$ cat src/rtl/hms_pkg.sv
package hms_pkg;

    localparam int NCH    = 4;
    localparam int TAG_W  = $clog2(NCH);
    localparam int PAT_W  = 16;
    localparam int FINE_W = $clog2(PAT_W + 1);
    localparam int RATIO  = 4;

    // word travelling through the transfer chain
    typedef struct packed {
        logic             vld;
        logic [TAG_W-1:0] tag;
        logic [PAT_W-1:0] pat;
    } xfer_t;

    // encoded record kept in the output buffer
    typedef struct packed {
        logic [TAG_W-1:0]  tag;
        logic [FINE_W-1:0] fine;
    } rec_t;

    function automatic logic [FINE_W-1:0] fine_code(input logic [PAT_W-1:0] p);
        logic [FINE_W-1:0] n;
        n = '0;
        for (int i = 0; i < PAT_W; i++) n = n + FINE_W'(p[i]);
        return n;
    endfunction

endpackage

$ cat src/rtl/hms_sampler.sv
module hms_sampler
    import hms_pkg::*;
#(
    parameter int OVF_W = 8
) (
    input  logic             clk,
    input  logic             rst,
    input  logic             load,
    input  logic [PAT_W-1:0] pat_i,
    output logic [PAT_W-1:0] hold_o,
    output logic             frozen_o,
    output logic [OVF_W-1:0] ovf_o
);

    localparam logic [OVF_W-1:0] OVF_MAX = '1;

    logic hit;
    assign hit = |pat_i;

    always_ff @(posedge clk) begin
        if (rst) begin
            hold_o   <= '0;
            frozen_o <= 1'b0;
            ovf_o    <= '0;
        end else if (frozen_o) begin
            // held pattern is stable; the load edge releases it
            if (load) frozen_o <= 1'b0;
            if (hit && ovf_o != OVF_MAX) ovf_o <= ovf_o + 1'b1;
        end else begin
            hold_o   <= pat_i;
            frozen_o <= hit;
        end
    end

endmodule

$ cat src/rtl/hms_chain.sv
module hms_chain
    import hms_pkg::*;
(
    input  logic                       clk,
    input  logic                       rst,
    input  logic                       slow_en,
    input  logic                       load,
    input  logic [NCH-1:0]             frz,
    input  logic [NCH-1:0][PAT_W-1:0]  hold,
    output xfer_t                      head_o
);

    xfer_t stage [NCH];

    for (genvar k = 0; k < NCH; k++) begin : g_stage
        xfer_t fresh;
        assign fresh = '{vld: frz[k], tag: TAG_W'(k), pat: (frz[k] ? hold[k] : '0)};

        if (k < NCH - 1) begin : g_mid
            always_ff @(posedge clk) begin
                if (rst)          stage[k] <= '0;
                else if (slow_en) stage[k] <= load ? fresh : stage[k+1];
            end
        end else begin : g_tail
            always_ff @(posedge clk) begin
                if (rst)          stage[k] <= '0;
                else if (slow_en) stage[k] <= load ? fresh : '0;
            end
        end
    end

    assign head_o = stage[0];

endmodule

$ cat src/rtl/hms_zsbuf.sv
module hms_zsbuf
    import hms_pkg::*;
#(
    parameter int DEPTH = 8
) (
    input  logic clk,
    input  logic rst,
    input  logic wr_en,
    input  logic wr_vld,
    input  rec_t wr_data,
    output logic full_o,
    output logic rd_vld,
    input  logic rd_rdy,
    output rec_t rd_data
);

    localparam int AW = (DEPTH > 1) ? $clog2(DEPTH) : 1;
    localparam int CW = $clog2(DEPTH + 1);

    rec_t          mem [DEPTH];
    logic [AW-1:0] wp, rp;
    logic [CW-1:0] cnt;
    logic          push, pop;

    assign full_o  = (cnt == CW'(DEPTH));
    assign rd_vld  = (cnt != '0);
    assign push    = wr_en && wr_vld && !full_o;
    assign pop     = rd_vld && rd_rdy;
    assign rd_data = mem[rp];

    always_ff @(posedge clk) begin
        if (push) mem[wp] <= wr_data;
    end

    always_ff @(posedge clk) begin
        if (rst) begin
            wp  <= '0;
            rp  <= '0;
            cnt <= '0;
        end else begin
            if (push) wp <= (wp == AW'(DEPTH - 1)) ? '0 : wp + 1'b1;
            if (pop)  rp <= (rp == AW'(DEPTH - 1)) ? '0 : rp + 1'b1;
            case ({push, pop})
                2'b10:   cnt <= cnt + 1'b1;
                2'b01:   cnt <= cnt - 1'b1;
                default: cnt <= cnt;
            endcase
        end
    end

endmodule

$ cat src/rtl/hit_merge_seq.sv
module hit_merge_seq
    import hms_pkg::*;
#(
    parameter int OVF_W = 8,
    parameter int DEPTH = 8
) (
    input  logic                   clk,
    input  logic                   rst,
    input  logic [NCH*PAT_W-1:0]   pat_i,
    output logic [NCH*OVF_W-1:0]   ovf_o,
    output logic                   out_valid,
    input  logic                   out_ready,
    output logic [TAG_W-1:0]       out_tag,
    output logic [FINE_W-1:0]      out_fine,
    output logic                   stall_o
);

    localparam int PH_W = (RATIO > 1) ? $clog2(RATIO) : 1;

    logic [PH_W-1:0]             phase;
    logic [TAG_W-1:0]            slot;
    logic                        slow_en;
    logic                        load;
    logic [NCH-1:0]              frz;
    logic [NCH-1:0][PAT_W-1:0]   hold;
    xfer_t                       head;
    rec_t                        enc;
    rec_t                        rd_rec;

    assign slow_en = (phase == PH_W'(RATIO - 1));
    assign load    = slow_en && (slot == '0);

    always_ff @(posedge clk) begin
        if (rst) begin
            phase <= '0;
            slot  <= '0;
        end else begin
            phase <= slow_en ? '0 : phase + 1'b1;
            if (slow_en) slot <= (slot == TAG_W'(NCH - 1)) ? '0 : slot + 1'b1;
        end
    end

    for (genvar k = 0; k < NCH; k++) begin : g_ch
        hms_sampler #(.OVF_W(OVF_W)) u_smp (
            .clk      (clk),
            .rst      (rst),
            .load     (load),
            .pat_i    (pat_i[k*PAT_W +: PAT_W]),
            .hold_o   (hold[k]),
            .frozen_o (frz[k]),
            .ovf_o    (ovf_o[k*OVF_W +: OVF_W])
        );
    end

    hms_chain u_chain (
        .clk     (clk),
        .rst     (rst),
        .slow_en (slow_en),
        .load    (load),
        .frz     (frz),
        .hold    (hold),
        .head_o  (head)
    );

    // shared encoder: thermometer pattern to set-bit count
    always_comb begin
        enc.tag  = head.tag;
        enc.fine = fine_code(head.pat);
    end

    hms_zsbuf #(.DEPTH(DEPTH)) u_buf (
        .clk     (clk),
        .rst     (rst),
        .wr_en   (slow_en),
        .wr_vld  (head.vld),
        .wr_data (enc),
        .full_o  (stall_o),
        .rd_vld  (out_valid),
        .rd_rdy  (out_ready),
        .rd_data (rd_rec)
    );

    assign out_tag  = rd_rec.tag;
    assign out_fine = rd_rec.fine;

endmodule

$ cat config.mk
export PLATFORM = sky130hd
export DESIGN_NAME = hit_merge_seq
export DESIGN_NICKNAME = d
export VERILOG_FILES = /design/src/rtl/hms_pkg.sv /design/src/rtl/hms_sampler.sv /design/src/rtl/hms_chain.sv /design/src/rtl/hms_zsbuf.sv /design/src/rtl/hit_merge_seq.sv
export SDC_FILE = /design/constraint.sdc
export NUM_CORES = 1
export LEC_CHECK = 0
export ABC_AREA = 1
export BUFFER_PORTS_ARGS = -buffer_cell sky130_fd_sc_hd__buf_4
export CAP_MARGIN = 40
export CELL_PAD_IN_SITES_DETAIL_PLACEMENT = 0
export CELL_PAD_IN_SITES_GLOBAL_PLACEMENT = 1
export CORE_MARGIN = 2
export CORE_UTILIZATION = 42
export CTS_BUF_LIST = sky130_fd_sc_hd__clkbuf_8
export DETAILED_ROUTE_END_ITERATION = 10
export PLACE_DENSITY = 0.76
export SLEW_MARGIN = 20
export SYNTH_ARGS = -nofsm -noshare
export SYNTH_HDL_FRONTEND = slang
export SYNTH_SLANG_ARGS = --single-unit
export TNS_END_PERCENT = 100
$ cat constraint.sdc
create_clock -name clk -period 3.75 [get_ports clk]
set_clock_uncertainty 0.15 [all_clocks]
set_input_delay 0.1875 -clock clk [delete_from_list [all_inputs] [get_ports clk]]
set_output_delay 0.1875 -clock clk [all_outputs]
set_load 0.005 [all_outputs]
==> flow_summary.yaml, run 1 <==
sta:
  rsz0062_at_grt: "true"
  period_needed_ns: 3.64
  setup_viol: 0
  maxSlewHeadroom_pct: 44.6
  setup_ws_ns: 0.106
  timing.final.crit_share_pct: 97.2
  slew_violations: 0
  fmax_mhz: 274
  worst_pin_slew_ns: 0.827
  hold_violations: 0
critical_path:
  critPathArrivalTime_ns: 3.75
  crit_fanout: 8
  cp_slowest_cell: "fa_1"
  slowest_delay_ns: 0.56
  critPathKind: "reg -> reg"
  startpoint_type: "flop"
  crit_chain: "inv_2 > fa_1 > fa_1 > fa_1 > fa_1 > inv_2 > ha_4 > inv_2 > fa_2 > xnor2_4"
  path_common_cell: "fa_1"
  cp.required_ns: 3.86
  critPathCaptureType: "flop"
  path_delay_family: "adder cells"
  crit_buf_inv: 3
drt:
  drt_iter0_markers: 493
  post_drt_wl_per_cell_um: 14.4
  dr.pass1.iters: 5
  vias: 8402
  viasPerCell: 4.83
  antenna_left: 0
  drcViolationCount: 0
  drt_wl_total_um: 25100
pwr:
  vdd_drop_max_mv: 0.265
  power_density_mw_per_mm2: 511
  p_leak_nw: 5.60
  power_mw: 6.98
cells_and_area:
  area_delta_synth_final_pct: 24.3
  drive_above_1_share_pct: 18.0
  fin_nets: 1467
  antennaDiodeCount: 0
  fillCellCount: 2362
grt:
  grt_pass1_vias: 8298
  antenna_found_initial: 0
  track_usage_pct: 18.2
  grt_overflow_total: 0
  grt_pass1_wl_um: 41100
  grt_max_degree: 52
logic_synthesis:
  yosys-top-cells-area: "edfxtp_1 (36%), dfxtp_1 (21%), nand2_1 (9.9%)"
  ys_types: 35
  synth_most_common_cell: "nand2_1"
  synth_top_area_share_pct: 35.8
  synthTopCellsByCount: "nand2_1 (289), nor2_1 (147), edfxtp_1 (131)"
  avgSynthCellArea_um2: 9.23
  synth.largest_area_cell: "edfxtp_1"
  synth_area_mm2: 0.0110
  ys_ff_latch: 248
  ys_seq_area_share_pct: 57.1
  syn_inst: 1191
  ys_warn_count: 0
  ys.flop_type: "edfxtp_1"
  synth_edf_count: 131
  async_flop_share_pct: 0
  synth_nets: 1288
clocking:
  clock_latency_ns: 0.55
  cts_sinks: 248
  cts_buffer_depth: 3
  cts_buffers: 43
  htreeDepth: 2
  root_buffer: "clkbuf_8"
  cts_tree: "yes"
  clk_pin_slew_worst_paths_ns: 0.06
run:
  drv_cap: 0
hold_path:
  hold_path_class: "reg -> reg"
floorplan:
  die_area_mm2: 0.0275
  start_util_pct: 42.4
  io_pins: 108
  chipWidth_um: 166
  placeableCoreArea_mm2: 0.0259
  die_h_um: 166
  row_count: 59
placed_design:
  dp_hpwl_um: 16400
  pre_cts_ws_ns: -0.205
  gp_congestion: 0.753
  portBuffers: 107
status:
  outcome: "finished clean"
## sequential cells by signal, summed over array words and instances (netlist names), named ones only
register / count
u_chain.stage: 75
g_ch.u_smp.hold_o: 64
u_buf.mem: 56
g_ch.u_smp.ovf_o: 32
g_ch.u_smp.frozen_o: 4
u_buf.cnt: 4
u_buf.rp: 3
u_buf.wp: 3
phase: 2
slot: 2
## worst paths after layout
path | slack [ns] | endpoint | cells past startpoint | from
min | 0.28 | phase[0] | 1 | phase[0]
max reg2reg | 0.11 | u_buf.mem[2][2] | 10 | u_chain.stage[0][3]
max | 0.11 | u_buf.mem[2][2] | 10 | u_chain.stage[0][3]
min reg2reg | 0.28 | phase[0] | 1 | phase[0]
## layer usage
metal	global-route usage, %	vias up	share of wire [%]	wire length (um)
met5	0	-	0	0
met4	5.86	0	2.0	508
met3	3.05	46	3.6	911
met2	31.0	156	48	12200
met1	23.8	3873	46	11600
li1	-	4327	-	-
## cell usage in the layout (no fill, tap or decap), types with 18 or more instances in the layout
| cell type | n |
|---|---|
| ha_1 | 18 |
| nand2_1 | 288 |
| clkbuf_8 | 50 |
| nand4_1 | 25 |
| nand3_1 | 81 |
| dlygate4sd3_1 | 66 |
| nor2_1 | 147 |
| o21ai_0 | 27 |
| a21oi_1 | 77 |
| buf_4 | 120 |
| dfxtp_1 | 117 |
| o21ai_2 | 41 |
| edfxtp_1 | 131 |
| inv_1 | 108 |
## report_power, final
group          internal, mW  switching [mW]
Sequential             3.15           0.108
Combinational         0.605           0.793
Clock                  1.22            1.10
Total                  4.98            2.00
## final cells by class
| type | count | area (um^2) | area share, % |
|---|---|---|---|
| inverter | 109 | 414 | 3.03 |
| clock inverter | 30 | 135 | 0.989 |
| timing repair buffer | 192 | 1660 | 12.2 |
| sequential | 248 | 6280 | 45.9 |
| tap | 335 | 419 | 3.07 |
| clock buffer | 50 | 688 | 5.04 |
| multi-input combinational | 776 | 4070 | 29.8 |
## through the flow
step / area (um^2) / hold WS (ns) / std cells / util [%] / setup TNS (ns)
detailed placement: 12100 / 0.262 / 1590 / 46.6 / -1.80
floorplan: 11000 / 0.181 / 1191 / - / 0
global placement: 12000 / 0.256 / 1585 / 46.3 / -0.751
finish: 13700 / 0.276 / 1740 / 52.7 / 0
global route: 13700 / 0.294 / 1740 / 52.7 / -0.0779
CTS: 13600 / 0.270 / 1737 / 52.5 / 0
## worst register-to-register path: cells and delay by family, from the launching register on
family / cells / cell delay [ns]
fa+ha+maj: 6 / 2.52
buf+inv: 3 / 0.17
flops: 1 / 0.33
xor+xnor: 1 / 0.18
## cell families (layout without fill, tap and decap cells)
logic type,count (synthesis),after routing,synth area share [%]
compound gates,168,168,9.31
flops,248,248,57.1
mux,14,14,1.27
fa+ha+maj,30,30,4.17
buf+inv,167,381,6.48
simple gates,559,559,21.3
xor+xnor,5,5,0.398
## timing repair
| action | in CTS | in global routing |
|---|---|---|
| pin swaps | 6 | 8 |
| gates resized for setup | 4 | 11 |
| setup endpoints to repair | 24 | 32 |
| buffers inserted | 1 | 0 |
| hold buffers | 66 | 0 |
| hold endpoints to repair | 73 | 0 |
No activity file was read; power rests on OpenSTA's default activity.
==> inputs of run 2 (changes only) <==
--- a/config.mk
+++ b/config.mk
@@ -8,13 +8,11 @@
 export ABC_AREA = 1
 export BUFFER_PORTS_ARGS = -buffer_cell sky130_fd_sc_hd__buf_4
 export CAP_MARGIN = 40
-export CELL_PAD_IN_SITES_DETAIL_PLACEMENT = 0
-export CELL_PAD_IN_SITES_GLOBAL_PLACEMENT = 1
 export CORE_MARGIN = 2
 export CORE_UTILIZATION = 42
 export CTS_BUF_LIST = sky130_fd_sc_hd__clkbuf_8
 export DETAILED_ROUTE_END_ITERATION = 10
-export PLACE_DENSITY = 0.76
+export PLACE_DENSITY = 0.61
 export SLEW_MARGIN = 20
 export SYNTH_ARGS = -nofsm -noshare
 export SYNTH_HDL_FRONTEND = slang
==> run 2 against run 1 <==
Net effect:
- global-route usage increased by 0.073 points
- non-clock buffer count up 9
- first-iteration DRC count grew 1.0%
- clock-buffer cell count down 2
- design area grew 0.45%
- utilization up 0.24 points
- combinational power about the same
- final cell count rose by 0.52%
- total power down 0.37%
- hold slack got worse by 0.22 ns
- clock power is essentially flat
- register-to-register slack about the same
- critical path type unchanged
- critical endpoint is now u_buf.mem[3][4]
- highest routed layer unchanged
==> flow_summary.yaml, run 2 (same netlist as run 1, synthesis figures left out) <==
status:
  outcome: "finished clean"
clocking:
  cts_setup_buffers: 0
  clk_pin_slew_worst_paths_ns: 0.06
  htreeDepth: 2
  cts_sinks: 248
  cts_tree: "yes"
  cts_buffer_depth: 3
  root_buffer: "clkbuf_8"
  clock_latency_ns: 0.56
  cts_buffers: 43
cells_and_area:
  drive_above_1_share_pct: 17.5
  mostFrequentLayoutCells: "nand2_1 (288), nor2_1 (147), edfxtp_1 (131)"
  fillCellCount: 2404
  multi_input_area_mm2: 0.00405
  largest_reg_flops: 75
  fin_nets: 1476
  top_register: "u_chain.stage"
  area_delta_synth_final_pct: 24.9
  regArea_mm2: 0.00628
  mostFrequentLayoutCell: "nand2_1"
  antennaDiodeCount: 0
  reg_top3: "u_chain.stage: 75 flops, g_ch.u_smp.hold_o: 64 flops, u_buf.mem: 56 flops"
grt:
  grt_pass1_vias: 8300
  track_usage_pct: 18.3
  antenna_found_initial: 0
  grt_max_degree: 52
  grt_pass1_wl_um: 41300
  grt_overflow_total: 0
sta:
  hold_violations: 0
  timing.final.crit_share_pct: 97.1
  setup_viol: 0
  fin_hold_ws_ns: 0.0561
  fmax_mhz: 275
  maxSlewHeadroom_pct: 47.9
  period_needed_ns: 3.64
  slew_violations: 0
  worst_pin_slew_ns: 0.779
hold_path:
  holdPathStages: 4
  hold_path_class: "in -> reg"
  holdPathEnd: "u_chain.stage[0][35]"
  holdCritStartpoint: "rst"
critical_path:
  r2r_setup_slack_ns: 0.11
  critPathCaptureType: "flop"
  crit_fanout: 8
  startpoint_type: "flop"
  worstReg2RegEnd: "u_buf.mem[3][4]"
  ff2ff_path_depth: 11
  reg2reg_from: "u_chain.stage[0][5]"
  critPathKind: "reg -> reg"
  critPathArrivalTime_ns: 3.91
  cp.required_ns: 4.02
drt:
  drcViolationCount: 0
  m1WireLength_um: 11700
  vias: 8581
  post_drt_wl_per_cell_um: 14.5
  routed.top_layer: "met4"
  dr_wl_met3_um: 1140
  viasPerCell: 4.91
  drt_iter0_markers: 498
  antenna_left: 0
  drt_wl_total_um: 25300
  wl_met2_um: 11900
  dr.pass1.iters: 6
pwr:
  power_density_mw_per_mm2: 507
  p_leak_nw: 5.68
  power_mw: 6.95
  vdd_drop_max_mv: 0.258
floorplan:
  placeableCoreArea_mm2: 0.0259
  chipWidth_um: 166
  die_area_mm2: 0.0275
  row_count: 59
  die_h_um: 166
  start_util_pct: 42.4
  io_pins: 108
placed_design:
  portBuffers: 107
  gp_congestion: 0.818
  dp_hpwl_um: 16400
run:
  drv_cap: 0
## run 2: how the worst max path moves through the flow
stage                    startpoint         endpoint  depth (start not counted)
2_1_floorplan   u_chain.stage[0][0]  u_buf.mem[0][4]                         10
3_3_place_gp    u_chain.stage[0][0]  u_buf.mem[7][2]                         10
3_5_place_dp    u_chain.stage[0][1]  u_buf.mem[6][2]                         10
4_1_cts         u_chain.stage[0][1]  u_buf.mem[0][3]                         10
5_1_grt        u_chain.stage[0][11]  u_buf.mem[7][2]                         10
6_report        u_chain.stage[0][5]  u_buf.mem[3][4]                         11
## run 2: area by class of cell
cell class	count	share of cell area [%]
clock buffers	48	4.81
repair buffers	201	12.8
clock inverters	32	1.06
inverters	109	3.02
well taps	335	3.05
multi-input cells	776	29.5
flip-flops and latches	248	45.7
## run 2: timing repair
| item | CTS | global route |
|---|---|---|
| pin swaps | 0 | 2 |
| gates resized for setup | 1 | 8 |
| setup endpoints to repair | 8 | 24 |
| endpoints found under the hold margin | 70 | 0 |
| hold buffers | 73 | 0 |
## run 2: routing by layer
layer | vias to the layer above | global-route usage (%)
met1 | 3969 | 24.5
met4 | 0 | 6.65
met2 | 211 | 30.2
li1 | 4348 | -
met5 | - | 0
met3 | 53 | 3.00
## run 2: where the power goes
group / switching, mW / leakage (nW) / internal [mW]
clock: 1.11 / 0.493 / 1.19
sequential: 0.114 / 2.25 / 3.15
combinational: 0.789 / 2.94 / 0.602
total: 2.01 / 5.68 / 4.94
## run 2: stage by stage
stage	cell area [um^2]	cells	setup WS [ns]	utilization, %	TNS, ns
2_1_floorplan	11000	1191	0.0280	-	0
3_3_place_gp	12000	1583	-0.123	46.3	-0.987
3_5_place_dp	12100	1589	-0.192	46.6	-1.53
4_1_cts	13600	1742	0.00434	52.6	0
5_1_grt	13700	1749	-0.0260	53.0	-0.243
6_report	13700	1749	0.110	53.0	0
## run 2: critical path, cell delays in order, from the launching register on
cell	delay (ns)
edfxtp_1	0.32
inv_1	0.05
fa_1	0.56
fa_1	0.44
fa_1	0.53
fa_1	0.41
inv_1	0.07
ha_2	0.18
inv_1	0.06
fa_2	0.40
o21ai_2	0.17
buf_4	0.17
==> inputs of run 3 (changes only) <==
--- a/config.mk
+++ b/config.mk
@@ -6,7 +6,7 @@
 export NUM_CORES = 1
 export LEC_CHECK = 0
 export ABC_AREA = 1
-export BUFFER_PORTS_ARGS = -buffer_cell sky130_fd_sc_hd__buf_4
+export BUFFER_PORTS_ARGS = -buffer_cell sky130_fd_sc_hd__buf_2
 export CAP_MARGIN = 40
 export CORE_MARGIN = 2
 export CORE_UTILIZATION = 42
==> run 3 against run 2 <==
Net effect:
- flip-flop and latch count unchanged
- first-iteration DRC count increased by 9.0%
- die area unchanged
- clock power about the same
- register-to-register slack improved by 0.02 ns
- non-clock buffer count unchanged
- combinational power decreased by 6%
- critical path depth decreased by 1
- hold slack improved by 0.0064 ns
- sequential power about the same
- sequential share of layout area increased by 0.85 points
- design area decreased by 1.8%
- largest power group unchanged
==> flow_summary.yaml, run 3 (same netlist as run 1, synthesis figures left out) <==
placed_design:
  dp_hpwl_um: 16100
  gp_congestion: 0.817
  portBuffers: 107
  place_area_mm2: 0.0118
hold_path:
  hold_path_class: "in -> reg"
drt:
  routed.top_layer: "met4"
  drcViolationCount: 0
  drt_iter0_markers: 543
  m1WireLength_um: 11400
  vias: 8554
  dr.pass1.iters: 5
  wl_met2_um: 11600
  viasPerCell: 4.89
  drt_wl_total_um: 24700
  dr_wl_met3_um: 1160
  post_drt_wl_per_cell_um: 14.1
  antenna_left: 0
cells_and_area:
  fin_nets: 1476
  utilization_pct: 52.0
  fin_area_mm2: 0.0135
  reg_top3: "u_chain.stage: 75 flops, g_ch.u_smp.hold_o: 64 flops, u_buf.mem: 56 flops"
  mostFrequentLayoutCell: "nand2_1"
  mostFrequentLayoutCells: "nand2_1 (288), nor2_1 (147), edfxtp_1 (131)"
  drive_above_1_share_pct: 17.3
  largest_reg_flops: 75
  area_delta_synth_final_pct: 22.6
  top_register: "u_chain.stage"
  antennaDiodeCount: 0
pwr:
  power.switching_mw: 1.97
  p_int_mw: 4.92
  combPwrFrac_pct: 19.1
  power_mw: 6.88
  clock_power_share_pct: 33.4
  vdd_drop_max_mv: 0.267
  pwr-share-seq_pct: 47.6
  p_leak_nw: 5.62
  p_sw_share_pct: 28.6
  power_density_mw_per_mm2: 511
sta:
  hold_violations: 0
  period_needed_ns: 3.62
  fmax_mhz: 276
  timing.final.crit_share_pct: 96.5
  tns_ns: 0
  maxSlewHeadroom_pct: 47.3
  worst_pin_slew_ns: 0.787
  setup_viol: 0
  slew_violations: 0
  fin_hold_ws_ns: 0.0625
clocking:
  cts_sinks: 248
  htreeDepth: 2
  cts_buffer_depth: 3
  clock_latency_ns: 0.55
  cts_setup_buffers: 0
  cts_buffers: 43
  clk_pin_slew_worst_paths_ns: 0.06
  root_buffer: "clkbuf_8"
  cts_tree: "yes"
floorplan:
  row_count: 59
  die_h_um: 166
  chipWidth_um: 166
  start_util_pct: 42.4
  placeableCoreArea_mm2: 0.0259
  die_area_mm2: 0.0275
  io_pins: 108
run:
  drv_cap: 0
grt:
  grt_max_degree: 52
  track_usage_pct: 18.0
  antenna_found_initial: 0
  grt_pass1_wl_um: 40500
  grt_overflow_total: 0
  grt_pass1_vias: 8209
critical_path:
  slowest_delay_ns: 0.56
  startpoint_type: "flop"
  r2r_setup_slack_ns: 0.13
  cp.required_ns: 3.89
  crit_fanout: 8
  critPathKind: "reg -> reg"
  crit_chain: "inv_1 > fa_1 > fa_1 > fa_1 > fa_1 > inv_1 > ha_1 > inv_1 > fa_2 > inv_2"
  cp_slowest_cell: "fa_1"
  critPathArrivalTime_ns: 3.76
  critPathCaptureType: "flop"
  path_common_cell: "fa_1"
status:
  outcome: "finished clean"
-- run 3: cell types whose count changed in the layout (fill, tap and decap cells not counted), moves of 2 or more --
cell,delta
buf_2,+106
clkbuf_8,+2
clkinv_2,-2
clkinv_1,+2
buf_4,-106
inv_1,-2
-- run 3: layout make-up --
| cell class | count | area [um^2] |
|---|---|---|
| flip-flops and latches | 248 | 6280 |
| multi-input cells | 776 | 4050 |
| well taps | 335 | 419 |
| clock buffers | 50 | 688 |
| inverters | 109 | 414 |
| clock inverters | 29 | 131 |
| repair buffers | 201 | 1490 |
| fillers | 2350 | 12400 |
-- run 3: stage by stage --
| stage | setup slack (ns) | cells |
|---|---|---|
| 2_1_floorplan | 0.0280 | 1191 |
| 3_3_place_gp | -0.130 | 1584 |
| 3_5_place_dp | -0.181 | 1591 |
| 4_1_cts | 0.0101 | 1743 |
| 5_1_grt | -0.0252 | 1748 |
| 6_report | 0.130 | 1748 |
-- run 3: power groups by stage --
stage / combinational, mW / sequential [mW] / clock [mW]
3_5_place_dp: 1.15 / 3.35 / 0
4_1_cts: 1.23 / 3.30 / 2.35
6_report: 1.31 / 3.27 / 2.30
2_1_floorplan: 0.865 / 3.27 / 0
3_3_place_gp: 1.12 / 3.35 / 0
5_1_grt: 1.49 / 3.30 / 2.47
-- run 3: worst max-delay path: cells and delay by family (launching register included) --
| family | cells | cell delay, ns |
|---|---|---|
| adder cells (fa/ha/maj) | 6 | 2.65 |
| buffers and inverters | 4 | 0.25 |
| flip-flops | 1 | 0.32 |
-- run 3: worst paths after layout --
| check | start | end | depth (start not counted) |
|---|---|---|---|
| setup / recovery | u_chain.stage[0][5] | u_buf.mem[4][1] | 10 |
| setup reg to reg | u_chain.stage[0][5] | u_buf.mem[4][1] | 10 |
| hold / removal | rst | u_chain.stage[0][35] | 4 |
| hold reg to reg | phase[0] | phase[0] | 1 |
-- run 3: metal layers --
metal / vias to the layer above / global-route usage [%]
li1: 4358 / -
met4: 0 / 6.20
met3: 45 / 3.03
met5: - / 0
met2: 229 / 30.2
met1: 3922 / 23.6
-- run 3: repair_timing --
action	4_1_cts	5_1_grt
hold buffers	73	0
hold endpoints to repair	70	0
gates resized for setup	1	6
setup endpoints to repair	8	24
